$ cat src/rtl/kernel_pe_pkg.sv
`timescale 1ns/1ps
package kernel_pe_pkg;
  localparam int CHAN_W = 32;

  typedef struct packed {
    logic issue;    // pop one operand set and present it to the kernel
    logic capture;  // push kernel result into the output queues
  } peStrobe_t;
endpackage

$ cat src/rtl/pe_fifo.sv
`timescale 1ns/1ps
module pe_fifo #(
  parameter int WIDTH = 32,
  parameter int DEPTH = 8
) (
  input  logic                       clk,
  input  logic                       rstN,
  input  logic                       wrEn,
  input  logic [WIDTH-1:0]           wrData,
  input  logic                       rdEn,
  output logic [WIDTH-1:0]           rdData,
  output logic [$clog2(DEPTH+1)-1:0] level
);
  localparam int CNT_W = $clog2(DEPTH + 1);
  localparam int PTR_W = (DEPTH > 1) ? $clog2(DEPTH) : 1;

  logic [WIDTH-1:0] mem [DEPTH];
  logic [PTR_W-1:0] wrPtr;
  logic [PTR_W-1:0] rdPtr;

  function automatic logic [PTR_W-1:0] nextPtr(input logic [PTR_W-1:0] p);
    return (p == PTR_W'(DEPTH - 1)) ? '0 : p + 1'b1;
  endfunction

  always_ff @(posedge clk) begin
    if (!rstN) begin
      wrPtr <= '0;
      rdPtr <= '0;
      level <= '0;
    end else begin
      if (wrEn) wrPtr <= nextPtr(wrPtr);
      if (rdEn) rdPtr <= nextPtr(rdPtr);
      level <= level + CNT_W'(wrEn) - CNT_W'(rdEn);
    end
  end

  always_ff @(posedge clk) begin
    if (wrEn) mem[wrPtr] <= wrData;
  end

  assign rdData = mem[rdPtr];

  // a write never lands on a full queue
  a_r2_no_overflow: assert property (@(posedge clk) disable iff (!rstN)
    wrEn |-> (level != CNT_W'(DEPTH)));

  // a read never hits an empty queue
  a_r3_no_underflow: assert property (@(posedge clk) disable iff (!rstN)
    rdEn |-> (level != '0));
endmodule

$ cat src/rtl/pe_ctrl.sv
`timescale 1ns/1ps
module pe_ctrl
  import kernel_pe_pkg::*;
#(
  parameter int NUM_IN    = 4,
  parameter int NUM_OUT   = 1,
  parameter int Q_DEPTH   = 8,
  parameter int MAX_LAT   = 16,
  parameter int RESET_LAT = 3
) (
  input  logic                                   clk,
  input  logic                                   rstN,
  input  logic [NUM_IN-1:0]                      inHasData,
  input  logic [NUM_OUT*$clog2(Q_DEPTH+1)-1:0]   outLevels,
  input  logic                                   cfgWrite,
  input  logic [$clog2(MAX_LAT+1)-1:0]           cfgLatency,
  output peStrobe_t                              strb
);
  localparam int CNT_W = $clog2(Q_DEPTH + 1);
  localparam int LAT_W = $clog2(MAX_LAT + 1);
  localparam int SUM_W = CNT_W + LAT_W + 1;

  logic [LAT_W-1:0]   latReg;
  logic [LAT_W-1:0]   inFlight;
  logic [MAX_LAT-1:0] tagPipe;
  logic [MAX_LAT-1:0] hitMask;
  logic roomOk;
  logic cfgInRange;
  logic latLoad;
  logic issueGo;
  logic captureGo;

  // room for one more result in every output queue
  always_comb begin
    roomOk = 1'b1;
    for (int j = 0; j < NUM_OUT; j++) begin
      if (SUM_W'(outLevels[j*CNT_W +: CNT_W]) + SUM_W'(inFlight) >= SUM_W'(Q_DEPTH))
        roomOk = 1'b0;
    end
  end

  // selects the tag stage matching the configured latency
  always_comb begin
    for (int k = 0; k < MAX_LAT; k++) begin
      hitMask[k] = (latReg == LAT_W'(k + 1));
    end
  end

  assign cfgInRange = (cfgLatency != '0) && (cfgLatency <= LAT_W'(MAX_LAT));
  assign latLoad    = cfgWrite && (inFlight == '0) && cfgInRange;
  assign issueGo    = (&inHasData) && roomOk && !latLoad;
  assign captureGo  = |(tagPipe & hitMask);

  always_ff @(posedge clk) begin
    if (!rstN) begin
      latReg   <= LAT_W'(RESET_LAT);
      tagPipe  <= '0;
      inFlight <= '0;
    end else begin
      if (latLoad) begin
        latReg  <= cfgLatency;
        tagPipe <= '0;
      end else begin
        tagPipe <= {tagPipe[MAX_LAT-2:0], issueGo};
      end
      inFlight <= inFlight + LAT_W'(issueGo) - LAT_W'(captureGo);
    end
  end

  assign strb = '{issue: issueGo, capture: captureGo};

  // every capture belongs to an issued set
  a_r5_capture_has_owner: assert property (@(posedge clk) disable iff (!rstN)
    captureGo |-> (inFlight != '0));

  // latency frozen while sets are in flight
  a_r7_latency_frozen: assert property (@(posedge clk) disable iff (!rstN)
    (inFlight != '0) |=> $stable(latReg));

  // latency always inside the legal range
  a_r4_latency_range: assert property (@(posedge clk) disable iff (!rstN)
    (latReg != '0) && (latReg <= LAT_W'(MAX_LAT)));

  // in-flight count never exceeds queue capacity
  a_r6_inflight_bound: assert property (@(posedge clk) disable iff (!rstN)
    SUM_W'(inFlight) <= SUM_W'(Q_DEPTH));
endmodule

$ cat src/rtl/pe_datapath.sv
`timescale 1ns/1ps
module pe_datapath
  import kernel_pe_pkg::*;
#(
  parameter int NUM_IN  = 4,
  parameter int NUM_OUT = 1,
  parameter int Q_DEPTH = 8
) (
  input  logic                                 clk,
  input  logic                                 rstN,
  input  logic [NUM_IN*CHAN_W-1:0]             inData,
  input  logic [NUM_IN-1:0]                    inValid,
  output logic [NUM_IN-1:0]                    inReady,
  output logic [NUM_OUT*CHAN_W-1:0]            outData,
  output logic [NUM_OUT-1:0]                   outValid,
  input  logic [NUM_OUT-1:0]                   outReady,
  input  peStrobe_t                            strb,
  output logic [NUM_IN*CHAN_W-1:0]             kernOperands,
  input  logic [NUM_OUT*CHAN_W-1:0]            kernResult,
  output logic [NUM_IN-1:0]                    inHasData,
  output logic [NUM_OUT*$clog2(Q_DEPTH+1)-1:0] outLevels
);
  localparam int CNT_W = $clog2(Q_DEPTH + 1);

  for (genvar i = 0; i < NUM_IN; i++) begin : g_inQ
    logic [CNT_W-1:0] lvl;
    logic             push;
    assign inReady[i]   = (lvl != CNT_W'(Q_DEPTH));
    assign inHasData[i] = (lvl != '0);
    assign push         = inValid[i] & inReady[i];
    pe_fifo #(.WIDTH(CHAN_W), .DEPTH(Q_DEPTH)) u_q (
      .clk    (clk),
      .rstN   (rstN),
      .wrEn   (push),
      .wrData (inData[i*CHAN_W +: CHAN_W]),
      .rdEn   (strb.issue),
      .rdData (kernOperands[i*CHAN_W +: CHAN_W]),
      .level  (lvl)
    );
  end

  for (genvar j = 0; j < NUM_OUT; j++) begin : g_outQ
    logic [CNT_W-1:0] lvl;
    logic             pop;
    assign outValid[j]                  = (lvl != '0);
    assign pop                          = outValid[j] & outReady[j];
    assign outLevels[j*CNT_W +: CNT_W]  = lvl;
    pe_fifo #(.WIDTH(CHAN_W), .DEPTH(Q_DEPTH)) u_q (
      .clk    (clk),
      .rstN   (rstN),
      .wrEn   (strb.capture),
      .wrData (kernResult[j*CHAN_W +: CHAN_W]),
      .rdEn   (pop),
      .rdData (outData[j*CHAN_W +: CHAN_W]),
      .level  (lvl)
    );
  end

  // an issue only happens with a word waiting in every input queue
  a_r3_issue_needs_all: assert property (@(posedge clk) disable iff (!rstN)
    strb.issue |-> (&inHasData));
endmodule

$ cat src/rtl/kernel_pe_shell.sv
`timescale 1ns/1ps
module kernel_pe_shell
  import kernel_pe_pkg::*;
#(
  parameter int NUM_IN    = 4,
  parameter int NUM_OUT   = 1,
  parameter int Q_DEPTH   = 8,
  parameter int MAX_LAT   = 16,
  parameter int RESET_LAT = 3
) (
  input  logic                           clk,
  input  logic                           rstN,
  input  logic [NUM_IN*32-1:0]           inData,
  input  logic [NUM_IN-1:0]              inValid,
  output logic [NUM_IN-1:0]              inReady,
  output logic [NUM_OUT*32-1:0]          outData,
  output logic [NUM_OUT-1:0]             outValid,
  input  logic [NUM_OUT-1:0]             outReady,
  input  logic                           cfgWrite,
  input  logic [$clog2(MAX_LAT+1)-1:0]   cfgLatency,
  output logic                           kernIssue,
  output logic [NUM_IN*32-1:0]           kernOperands,
  input  logic [NUM_OUT*32-1:0]          kernResult
);
  localparam int CNT_W = $clog2(Q_DEPTH + 1);

  peStrobe_t                  strb;
  logic [NUM_IN-1:0]          inHasData;
  logic [NUM_OUT*CNT_W-1:0]   outLevels;

  pe_ctrl #(
    .NUM_IN(NUM_IN), .NUM_OUT(NUM_OUT), .Q_DEPTH(Q_DEPTH),
    .MAX_LAT(MAX_LAT), .RESET_LAT(RESET_LAT)
  ) u_ctrl (
    .clk        (clk),
    .rstN       (rstN),
    .inHasData  (inHasData),
    .outLevels  (outLevels),
    .cfgWrite   (cfgWrite),
    .cfgLatency (cfgLatency),
    .strb       (strb)
  );

  pe_datapath #(
    .NUM_IN(NUM_IN), .NUM_OUT(NUM_OUT), .Q_DEPTH(Q_DEPTH)
  ) u_dp (
    .clk          (clk),
    .rstN         (rstN),
    .inData       (inData),
    .inValid      (inValid),
    .inReady      (inReady),
    .outData      (outData),
    .outValid     (outValid),
    .outReady     (outReady),
    .strb         (strb),
    .kernOperands (kernOperands),
    .kernResult   (kernResult),
    .inHasData    (inHasData),
    .outLevels    (outLevels)
  );

  assign kernIssue = strb.issue;
endmodule

$ cat config.mk
export PLATFORM = sky130hd
export DESIGN_NAME = kernel_pe_shell
export DESIGN_NICKNAME = d
export VERILOG_FILES = /design/src/rtl/kernel_pe_pkg.sv /design/src/rtl/pe_fifo.sv /design/src/rtl/pe_ctrl.sv /design/src/rtl/pe_datapath.sv /design/src/rtl/kernel_pe_shell.sv
export SDC_FILE = /design/constraint.sdc
export NUM_CORES = 1
export LEC_CHECK = 0
export ABC_AREA = 1
export BUFFER_PORTS_ARGS = -buffer_cell sky130_fd_sc_hd__buf_2
export CAP_MARGIN = 15
export CORE_MARGIN = 2
export CORE_UTILIZATION = 45
export CTS_BUF_LIST = sky130_fd_sc_hd__clkbuf_2 sky130_fd_sc_hd__clkbuf_4 sky130_fd_sc_hd__clkbuf_8
export CTS_CLUSTER_DIAMETER = 40
export DETAILED_ROUTE_END_ITERATION = 7
export SLEW_MARGIN = 20
export SYNTH_ARGS = -nofsm -noshare
export SYNTH_HDL_FRONTEND = slang
export SYNTH_SLANG_ARGS = --single-unit
$ cat constraint.sdc
create_clock -name clk -period 5.1 [get_ports clk]
set_input_delay 0.765 -clock clk [delete_from_list [all_inputs] [get_ports clk]]
set_output_delay 0.765 -clock clk [all_outputs]
set_load 0.02 [all_outputs]
==> impl_metrics.tcl <==
set metrics [dict create \
    core-area_um2 118000 \
    grt_pass1_wl_mm 191 \
    final_common_cell "edfxtp_1" \
    max_slew.worst_pin.slew_ps 1080 \
    htree_levels 4 \
    die_area_um2 122000 \
    postRouteWirelength_mm 126 \
    clk_latency_ps 930 \
    synth_seq_cells 1371 \
    start_util_pct 45.4 \
    holdCritPathClass "in2reg" \
    clock-sinks 1371 \
    num_rows 126 \
    cpMostUsedCell "buf_4" \
    pwr-share-comb_pct 22.4 \
    period_minus_slack_ps 4480 \
    fp.dieH_um 349 \
    worst-r2r-cell-count 17 \
    slew_headroom_pct 28.1 \
    ant_nets 0 \
    post_drt_wl_per_cell_um 19.7 \
    drv_slew 0 \
    yosys_warnings 0 \
    seqPwrFrac_pct 45.0 \
    p_clk_share_pct 32.6 \
    power_density_nw_per_um2 483 \
    critical_path_buf_inv_count 3 \
    startpoint_type "register" \
    clk_pin_slew_ps 60 \
    syn_area_um2 53700 \
    dp_slack_ps 1590 \
    holdCritStartpoint "inData[118]" \
    io-pin-count 339 \
    cp_data_arrival_time_ps 3710 \
    cts_max_path_buffers 3 \
    p_sw_uw 9400 \
    setup_tns_ps 0 \
    grt_util_all_layers_pct 20.4 \
    route.detailed.drc 0 \
    finalCritPeriodShare_pct 87.7 \
    worstPathRequired_ps 4340 \
    reg2reg_from "u_ctrl.latReg[0]$_SDFFE_PN1P_" \
    crit_type "reg2out" \
    antenna_found_initial 20 \
    synth_area_per_cell_um2 12.7 \
    fmax_mhz 223 \
    grt_pass1_vias 32800 \
    rrSetupSlack_ps 1920 \
    p_int_uw 20500 \
    outcome "complete, no violations" \
    place.detailed.hpwl_mm 67.6 \
    vias 33600 \
    r2r-end "u_ctrl.inFlight[4]$_SDFF_PN0_" \
    drive_above_1_share_pct 18.2 \
    setup_viol 0 \
    drtIter0Drc 2287 \
    overflow 0 \
    critical-path-slowest-cell "buf_4" \
    cp_top_family "buffers and inverters" \
    fin_worst_skew_ps 36.3 \
    min_path_cells 1 \
    p_sw_share_pct 31.4 \
    layout_common_cells "1280 x edfxtp_1, 1190 x nor2_1, 647 x o21ai_0" \
    power_leakage_uw 0.0217 \
    via_per_inst 5.28 \
    design_area_um2 62000 \
    cts-root-buf "clkbuf_8" \
    min_to "u_dp.g_inQ[3].u_q.mem[4][22]$_DFFE_PP_" \
    grt_max_degree 97 \
    area_growth_syn_to_layout_pct 15.5 \
    io_buffer_count 338 \
    drt_pass1_iterations 5 \
    ir_worst_vdd_uv 283 \
    ys_seq_area_share_pct 75.0 \
    nets 4868 \
    cts_inserted_buffers 225 \
    grt_setup_unrepaired "false" \
    cts_tree "done" \
    max_cap_violations 0 \
    path_cells "buf_4 -> buf_4 -> o21ai_0 -> o22ai_1 -> nor2_1 -> a31oi_1 -> buf_2" \
    setup_ws_ps 625 \
    end_kind "output port" \
    critPathMaxFanout 56 \
    synth_nets 4451 \
    yosysUniqueCellTypes 38 \
    place_area_um2 57100 \
    synth_cells 4212 \
    place_congestion 0.760 \
    cp_slowest_stage_delay_ps 580 \
    die_w_um 349 \
    final-hold-violation-count 0 \
]
## cell type report
cell class / count / area, µm²
multi-input combinational: 2470 / 12100
sequential: 1371 / 40300
clock buffer: 332 / 3980
clock inverter: 85 / 676
timing repair buffer: 435 / 2510
fill: 10100 / 56100
inverter: 126 / 479
tap: 1536 / 1920
antenna: 10 / 25.0
## logic make-up after synthesis
kind of cell               after synthesis  share of synthesized area (%)
xor gates and xnor gates                 7                          0.114
adders and majority gates               66                           1.64
buffers and inverters                  371                           2.95
and+or+nand+nor                       1379                           9.93
DFF                                   1371                           75.0
AOI/OAI and AO/OA                     1018                           10.3
## Yosys cell counts
cell type	n	share of area, %
nand2_4	2	0.042
nand2_1	89	0.62
nor2_8	1	0.037
a31oi_1	161	1.9
a21o_1	2	0.028
nor2_1	1222	8.5
a21oi_1	20	0.19
fa_1	7	0.26
a211oi_1	4	0.056
nand3_1	39	0.36
xnor2_1	2	0.033
o21ai_1	15	0.14
o22ai_1	160	1.9
xor2_1	5	0.082
o211ai_1	2	0.028
buf_6	2	0.042
nor3_1	9	0.084
and3_1	1	0.012
inv_2	17	0.12
edfxtp_1	1280	72
nor2_2	2	0.023
ha_1	59	1.4
or2_0	1	0.012
nand3_4	1	0.033
clkbuf_2	5	0.047
inv_1	109	0.76
nand2_2	3	0.035
clkbuf_1	125	0.87
buf_2	56	0.52
or2_2	4	0.047
o211a_1	4	0.075
buf_1	30	0.21
a22oi_1	3	0.042
buf_4	27	0.38
dfxtp_1	91	3.4
nand4_1	2	0.023
nand3b_1	3	0.042
o21ai_0	647	6.0
## state kept, by name, summed over array words and instances (netlist names), 5 cells and up, named ones only
register and count:
u_dp.g_outQ.u_q.mem 256, u_ctrl.tagPipe 16, u_dp.g_inQ.u_q.rdPtr 12, u_ctrl.inFlight 5, u_dp.g_inQ.u_q.mem 1024, u_ctrl.latReg 5
u_dp.g_inQ.u_q.level 16, u_dp.g_inQ.u_q.wrPtr 12
## worst max path at each step
| stage | end | depth (start not counted) |
|---|---|---|
| detailed placement | outData[7] | 7 |
| global placement | outData[7] | 7 |
| floorplan | u_dp.g_outQ[0].u_q.mem[6][0]$_DFFE_PP_ | 10 |
| global route | kernOperands[109] | 7 |
| CTS | outData[7] | 7 |
| finish | outData[7] | 7 |
## metal layers
| metal | track usage [%] | vias up | share of wire [%] |
|---|---|---|---|
| met2 | 33.3 | 865 | 48 |
| met5 | 0 | - | 0.12 |
| li1 | - | 16100 | - |
| met1 | 26.3 | 16300 | 43 |
| met4 | 7.78 | 24 | 2.7 |
| met3 | 5.08 | 247 | 6.4 |
## through the flow
step / power (µW) / util [%] / hold WS (ps) / instances
3_3_place_gp: 20300 / 48.3 / 415 / 5920
2_1_floorplan: 18100 / - / 408 / 4212
3_5_place_dp: 20400 / 48.3 / 419 / 5920
4_1_cts: 30300 / 52.4 / 0.322 / 6354
6_report: 29900 / 52.5 / 113 / 6365
5_1_grt: 31400 / 52.5 / 39.0 / 6361
## power groups by stage
stage	combinational, µW	clock, µW	sequential, µW
4_1_cts	6790	10000	13500
2_1_floorplan	4520	0	13500
6_report	6710	9750	13400
3_5_place_dp	6760	0	13700
3_3_place_gp	6680	0	13700
5_1_grt	7420	10500	13500
## timing repair
item,4_1_cts,5_1_grt
hold buffers,17,0
buffers inserted,0,0
endpoints found under the hold margin,106,0
resized for setup,0,0
Power figures use the tool's default switching activity.
